--- src/rtl/bal_pkg.sv ---
package bal_pkg;
  typedef enum logic [1:0] {
    PH_SAMPLE = 2'd0,
    PH_SETTLE = 2'd1,
    PH_ODD    = 2'd2,
    PH_EVEN   = 2'd3
  } phase_t;
endpackage

--- src/rtl/bal_qualify.sv ---
module bal_qualify #(
  parameter int N_CELLS  = 7,
  parameter int START_MS = 5
) (
  input  logic               clk,
  input  logic               rst_n,
  input  logic               tick,
  input  logic [N_CELLS-1:0] above,
  input  logic [N_CELLS-1:0] cell_mask,
  input  logic               inhibit,
  output logic               run,
  output logic               stop
);
  localparam int QW = (START_MS < 2) ? 1 : $clog2(START_MS);

  logic [QW-1:0] qcnt;
  logic any_hi, any_lo;

  assign any_hi = |(above & cell_mask);
  assign any_lo = |(~above & cell_mask);
  assign stop   = !(any_hi && any_lo) || inhibit;

  always_ff @(posedge clk or negedge rst_n) begin
    if (!rst_n) begin
      run  <= 1'b0;
      qcnt <= '0;
    end else if (stop) begin
      run  <= 1'b0;
      qcnt <= '0;
    end else if (!run && tick) begin
      if (qcnt == QW'(START_MS - 1)) begin
        run  <= 1'b1;
        qcnt <= '0;
      end else begin
        qcnt <= qcnt + 1'b1;
      end
    end
  end
endmodule

--- src/rtl/bal_frame.sv ---
module bal_frame
  import bal_pkg::*;
#(
  parameter int SLOT_MS   = 8,
  parameter int BAL_PAIRS = 2
) (
  input  logic   clk,
  input  logic   rst_n,
  input  logic   tick,
  input  logic   run,
  output phase_t phase,
  output logic   sample_end
);
  localparam int NSLOT = 2 + 2 * BAL_PAIRS;
  localparam int MW    = (SLOT_MS < 2) ? 1 : $clog2(SLOT_MS);
  localparam int SW    = $clog2(NSLOT);

  logic [MW-1:0] ms;
  logic [SW-1:0] slot;
  logic          slot_last_ms;

  assign slot_last_ms = (ms == MW'(SLOT_MS - 1));
  assign sample_end   = run && tick && (slot == '0) && slot_last_ms;

  always_ff @(posedge clk or negedge rst_n) begin
    if (!rst_n) begin
      ms   <= '0;
      slot <= '0;
    end else if (!run) begin
      ms   <= '0;
      slot <= '0;
    end else if (tick) begin
      if (slot_last_ms) begin
        ms   <= '0;
        slot <= (slot == SW'(NSLOT - 1)) ? '0 : slot + 1'b1;
      end else begin
        ms <= ms + 1'b1;
      end
    end
  end

  always_comb begin
    if (slot == SW'(0))      phase = PH_SAMPLE;
    else if (slot == SW'(1)) phase = PH_SETTLE;
    else if (!slot[0])       phase = PH_ODD;
    else                     phase = PH_EVEN;
  end
endmodule

--- src/rtl/bal_gate.sv ---
module bal_gate
  import bal_pkg::*;
#(
  parameter int N_CELLS = 7
) (
  input  logic               clk,
  input  logic               rst_n,
  input  logic               run,
  input  logic               sample_end,
  input  phase_t             phase,
  input  logic [N_CELLS-1:0] above,
  input  logic [N_CELLS-1:0] cell_mask,
  output logic [N_CELLS-1:0] bleed_en
);
  logic [N_CELLS-1:0] odd_m, even_m, held;

  for (genvar i = 0; i < N_CELLS; i++) begin : g_par
    assign odd_m[i]  = (i % 2 == 0);
    assign even_m[i] = (i % 2 == 1);
  end

  always_ff @(posedge clk or negedge rst_n) begin
    if (!rst_n)          held <= '0;
    else if (!run)       held <= '0;
    else if (sample_end) held <= above & cell_mask;
  end

  always_comb begin
    bleed_en = '0;
    if (run) begin
      case (phase)
        PH_ODD:  bleed_en = held & odd_m & cell_mask;
        PH_EVEN: bleed_en = held & even_m & cell_mask;
        default: bleed_en = '0;
      endcase
    end
  end
endmodule

--- src/rtl/bal_sched.sv ---
module bal_sched
  import bal_pkg::*;
#(
  parameter int N_CELLS   = 7,
  parameter int CW        = $clog2(N_CELLS + 1),
  parameter int SLOT_MS   = 8,
  parameter int BAL_PAIRS = 2,
  parameter int START_MS  = 5
) (
  input  logic               clk,
  input  logic               rst_n,
  input  logic               tick,
  input  logic [N_CELLS-1:0] above,
  input  logic [CW-1:0]      cell_count,
  input  logic               wire_open,
  input  logic               dis_hot,
  input  logic               low_power,
  output logic [N_CELLS-1:0] bleed_en
);
  logic [N_CELLS-1:0] cell_mask;
  logic               run, stop, sample_end;
  phase_t             phase;

  for (genvar i = 0; i < N_CELLS; i++) begin : g_mask
    assign cell_mask[i] = (cell_count > CW'(i));
  end

  bal_qualify #(.N_CELLS(N_CELLS), .START_MS(START_MS)) u_qual (
    .clk(clk), .rst_n(rst_n), .tick(tick), .above(above),
    .cell_mask(cell_mask), .inhibit(wire_open | dis_hot | low_power),
    .run(run), .stop(stop)
  );

  bal_frame #(.SLOT_MS(SLOT_MS), .BAL_PAIRS(BAL_PAIRS)) u_frame (
    .clk(clk), .rst_n(rst_n), .tick(tick), .run(run),
    .phase(phase), .sample_end(sample_end)
  );

  bal_gate #(.N_CELLS(N_CELLS)) u_gate (
    .clk(clk), .rst_n(rst_n), .run(run), .sample_end(sample_end),
    .phase(phase), .above(above), .cell_mask(cell_mask), .bleed_en(bleed_en)
  );
endmodule

--- config.mk ---
export PLATFORM = sky130hd
export DESIGN_NAME = bal_sched
export DESIGN_NICKNAME = d
export VERILOG_FILES = /design/src/rtl/bal_pkg.sv /design/src/rtl/bal_qualify.sv /design/src/rtl/bal_frame.sv /design/src/rtl/bal_gate.sv /design/src/rtl/bal_sched.sv
export SDC_FILE = /design/constraint.sdc
export NUM_CORES = 1
export LEC_CHECK = 0
export ABC_AREA = 1
export BUFFER_PORTS_ARGS = -buffer_cell sky130_fd_sc_hd__buf_4
export CAP_MARGIN = 40
export CORE_UTILIZATION = 53
export CTS_CLUSTER_DIAMETER = 100
export DETAILED_ROUTE_END_ITERATION = 10
export GPL_ROUTABILITY_DRIVEN = 1
export GPL_TIMING_DRIVEN = 1
export PLACE_DENSITY = 0.78
export SYNTH_ARGS = -nofsm -noshare
export SYNTH_HDL_FRONTEND = slang
export SYNTH_SLANG_ARGS = --single-unit
--- constraint.sdc ---
create_clock -name clk -period 1.85 [get_ports clk]
set_input_delay 0.0925 -clock clk [delete_from_list [all_inputs] [get_ports clk]]
set_output_delay 0.0925 -clock clk [all_outputs]
set_load 0.01 [all_outputs]
==> impl_metrics.env <==
export IMPL_hp_class="in2reg"
export IMPL_worst_pin_slew_ns=0.3809
export IMPL_hold_path_depth=3
export IMPL_drive_above_1_share=0.2440
export IMPL_coreArea_um2=1821
export IMPL_synth_edff_count=0
export IMPL_via_per_inst=5.130
export IMPL_finalCriticalPeriod_ns=1.658
export IMPL_grt_max_degree=18
export IMPL_std_cell_rows=15
export IMPL_io_pins=23
export IMPL_finalInstanceArea_um2=1299
export IMPL_die_area_um2=2212
export IMPL_track_usage=0.2350
export IMPL_criticalPathCategory="reg2reg"
export IMPL_synthToLayoutAreaGrowth_pct=20.84
export IMPL_critPathTopFamily="simple AND/OR/NAND/NOR gates"
export IMPL_rsz0062_at_grt="false"
export IMPL_num_vias=990
export IMPL_async_flop_share=1.000
export IMPL_htree_levels=1
export IMPL_internal_power_uw=491.9
export IMPL_gp_congestion=0.8417
export IMPL_p_clk_frac=0.301
export IMPL_setup_tns_ns=0
export IMPL_timing_slew_headroom=0.7454
export IMPL_fillers=161
export IMPL_status="complete, no violations"
export IMPL_synth_area_um2=1075
export IMPL_chipWidth_um=47.03
export IMPL_crit_slowest_cell="dfrtp_1"
export IMPL_cp_start_kind="register"
export IMPL_power_density_nw_per_um2=512.0
export IMPL_cts_buffers=3
export IMPL_p_sw_frac=0.2602
export IMPL_clockBufferDepth=2
export IMPL_path_buf_inv=1
export IMPL_dieHeight_um=47.03
export IMPL_ant_nets=0
export IMPL_yosys_warnings=0
export IMPL_post_drt_wl_per_cell_um=11.26
export IMPL_synth_main_ff_cell="dfrtp_1"
export IMPL_avgSynthCellArea_um2=7.516
export IMPL_place_area_um2=1261
export IMPL_max_freq_mhz=603.2
export IMPL_yosysUniqueCellTypes=27
export IMPL_slowest_delay_ns=0.41
export IMPL_numPortBuffers=22
export IMPL_cap_violations=0
export IMPL_first_iter_violations=19
export IMPL_drt_pass1_iterations=4
export IMPL_slew_viol_final=0
export IMPL_leakage_nw=0.6723
export IMPL_clk_latency_ns=0.29
export IMPL_combPwrFrac=0.139
export IMPL_post_route_period_util=0.8961
export IMPL_min_from="tick"
export IMPL_finalWirelength_um=2174
export IMPL_cts_tree="built"
export IMPL_skew_ns=0.001695
export IMPL_numClockSinks=17
export IMPL_hold_end="u_frame.ms[2]"
export IMPL_r2r_start="u_frame.ms[0]"
export IMPL_ys_seq_elements=17
export IMPL_p_switching_uw=173.1
export IMPL_start_util=0.5904
export IMPL_power_frac_seq=0.560
export IMPL_synthCells=143
export IMPL_clkTransAtPathRegs_ns=0.10
export IMPL_worst_ep_required_time_ns=2.06
export IMPL_drcViolationCount=0
export IMPL_final_setup_viol_count=0
export IMPL_grt_pass1_vias=894
export IMPL_yosysSeqAreaShare=0.3958
export IMPL_ir_drop_uv=425.2
export IMPL_reg2reg_setup_slack_ns=0.19
export IMPL_cts_root_buffer="clkbuf_4"
export IMPL_grt_overflow=0
export IMPL_timing_rr_end="u_gate.held[5]"
export IMPL_hpwl_um=1740
export IMPL_worstPathCellList="ha_1, ha_1, nand2_1, inv_1, nand3_1, nand2_1, o22ai_1"
export IMPL_r2r_cells=7
export IMPL_worstPathArrival_ns=1.87
export IMPL_syn_nets=163
export IMPL_nets=189
export IMPL_hold_violations=0
export IMPL_antenna_cells=0
export IMPL_path_max_fanout=11
export IMPL_grt_pass1_wl_um=3643
export IMPL_antenna_found_initial=0
export IMPL_crit_path_end_kind="register"
## timing repair
action	4_1_cts	5_1_grt
hold buffers	1	0
resized for setup	0	0
buffers inserted	0	0
endpoints found under the setup margin	0	0
hold endpoints to repair	17	0
## cell usage in the layout, fill, tap and decap left out, drive strengths merged, types with 3 or more instances in the layout
cell type and instances:
nor3 4, o21ai 6, ha 4, nand4 3, nand3 15, buf 23, nor2 16, nand2 34
clkbuf 3, inv 25, a21oi 3, o22ai 4, dfrtp 17
## worst register-to-register path, stage by stage (launching register included)
cell     delay [ns]
dfrtp_1        0.41
ha_1           0.20
ha_1           0.19
nand2_1        0.08
inv_1          0.06
nand3_1        0.29
nand2_1        0.18
o22ai_1        0.16
## registers in the layout, summed over array words and instances (netlist names)
register	cells
u_gate.held	7
u_qual.qcnt	3
u_qual.run	1
u_frame.ms	3
u_frame.slot	3
## worst max path at each step
stage	start	end	slack, ns	depth (start not counted)
5_1_grt	u_frame.ms[0]	u_gate.held[5]	0.06	7
6_report	u_frame.ms[0]	u_gate.held[5]	0.19	7
3_3_place_gp	u_frame.ms[0]	u_gate.held[5]	0.34	7
4_1_cts	u_frame.ms[0]	u_gate.held[5]	0.20	7
3_5_place_dp	u_frame.ms[0]	u_gate.held[5]	0.24	7
2_1_floorplan	u_frame.ms[0]	u_gate.held[4]	0.51	8
## power by group through the flow
stage                     Sequential, mW  Clock [mW]  Combinational (mW)
after floorplan                    0.380           0              0.0451
after global placement             0.380           0              0.0898
after detailed placement           0.380           0              0.0916
after CTS                          0.372       0.202              0.0934
after global routing               0.373       0.221               0.104
final                              0.372       0.200              0.0922
## routing by layer
layer / GRT usage / vias to the layer above / wire length [µm]
met1: 0.3010 / 454 / 942
met5: 0 / - / 0
met2: 0.4028 / 22 / 1109
li1: - / 510 / -
met3: 0.04615 / 4 / 98
met4: 0.06857 / 0 / 24
## cells by family after synthesis
family / count (synthesis) / share of synthesized area
AO/OA/AOI/OAI: 17 / 0.1048
XOR/XNOR: 3 / 0.02445
adder cells (fa/ha/maj): 4 / 0.04657
buffers and inverters: 28 / 0.1036
flip-flops: 17 / 0.3958
AND/OR/NAND/NOR: 74 / 0.3248
## synth_stat cells (2+ instances only)
cell     count  area share
nor3_1       3       0.014
o22ai_1      4       0.023
ha_1         4       0.047
nand4_1      3       0.017
nand2_2      3       0.017
o31ai_1      2       0.014
nand3_1     14       0.065
o21ai_0      6       0.028
dfrtp_1     17        0.40
xnor2_1      2       0.016
nor2_1      14       0.049
buf_2        2      0.0093
a21oi_2      3       0.024
nand2_1     30        0.10
inv_1       22       0.077
inv_2        3       0.010
## final cells by class
class / instances / area (µm²) / area share
multi-input combinational: 98 / 538.0 / 0.4143
inverter: 25 / 93.84 / 0.07225
clock buffer: 3 / 22.52 / 0.01734
timing repair buffer: 24 / 182.7 / 0.1407
tap: 25 / 31.28 / 0.02408
clock inverter: 1 / 5.005 / 0.003854
sequential: 17 / 425.4 / 0.3276
## metrics by stage
stage	util	power, mW	setup WS [ns]	hold WS [ns]	std cells
3_5_place_dp	0.6928	0.4713	0.2371	-0.03151	188
2_1_floorplan	-	0.4249	0.5069	-0.2031	143
5_1_grt	0.7134	0.6981	0.05573	0.09474	193
4_1_cts	0.7134	0.6683	0.1957	0.08551	193
6_report	0.7134	0.6650	0.1922	0.08445	193
3_3_place_gp	0.6928	0.4695	0.3440	-0.03402	188
Note: power is estimated with default switching activity, not from simulation.
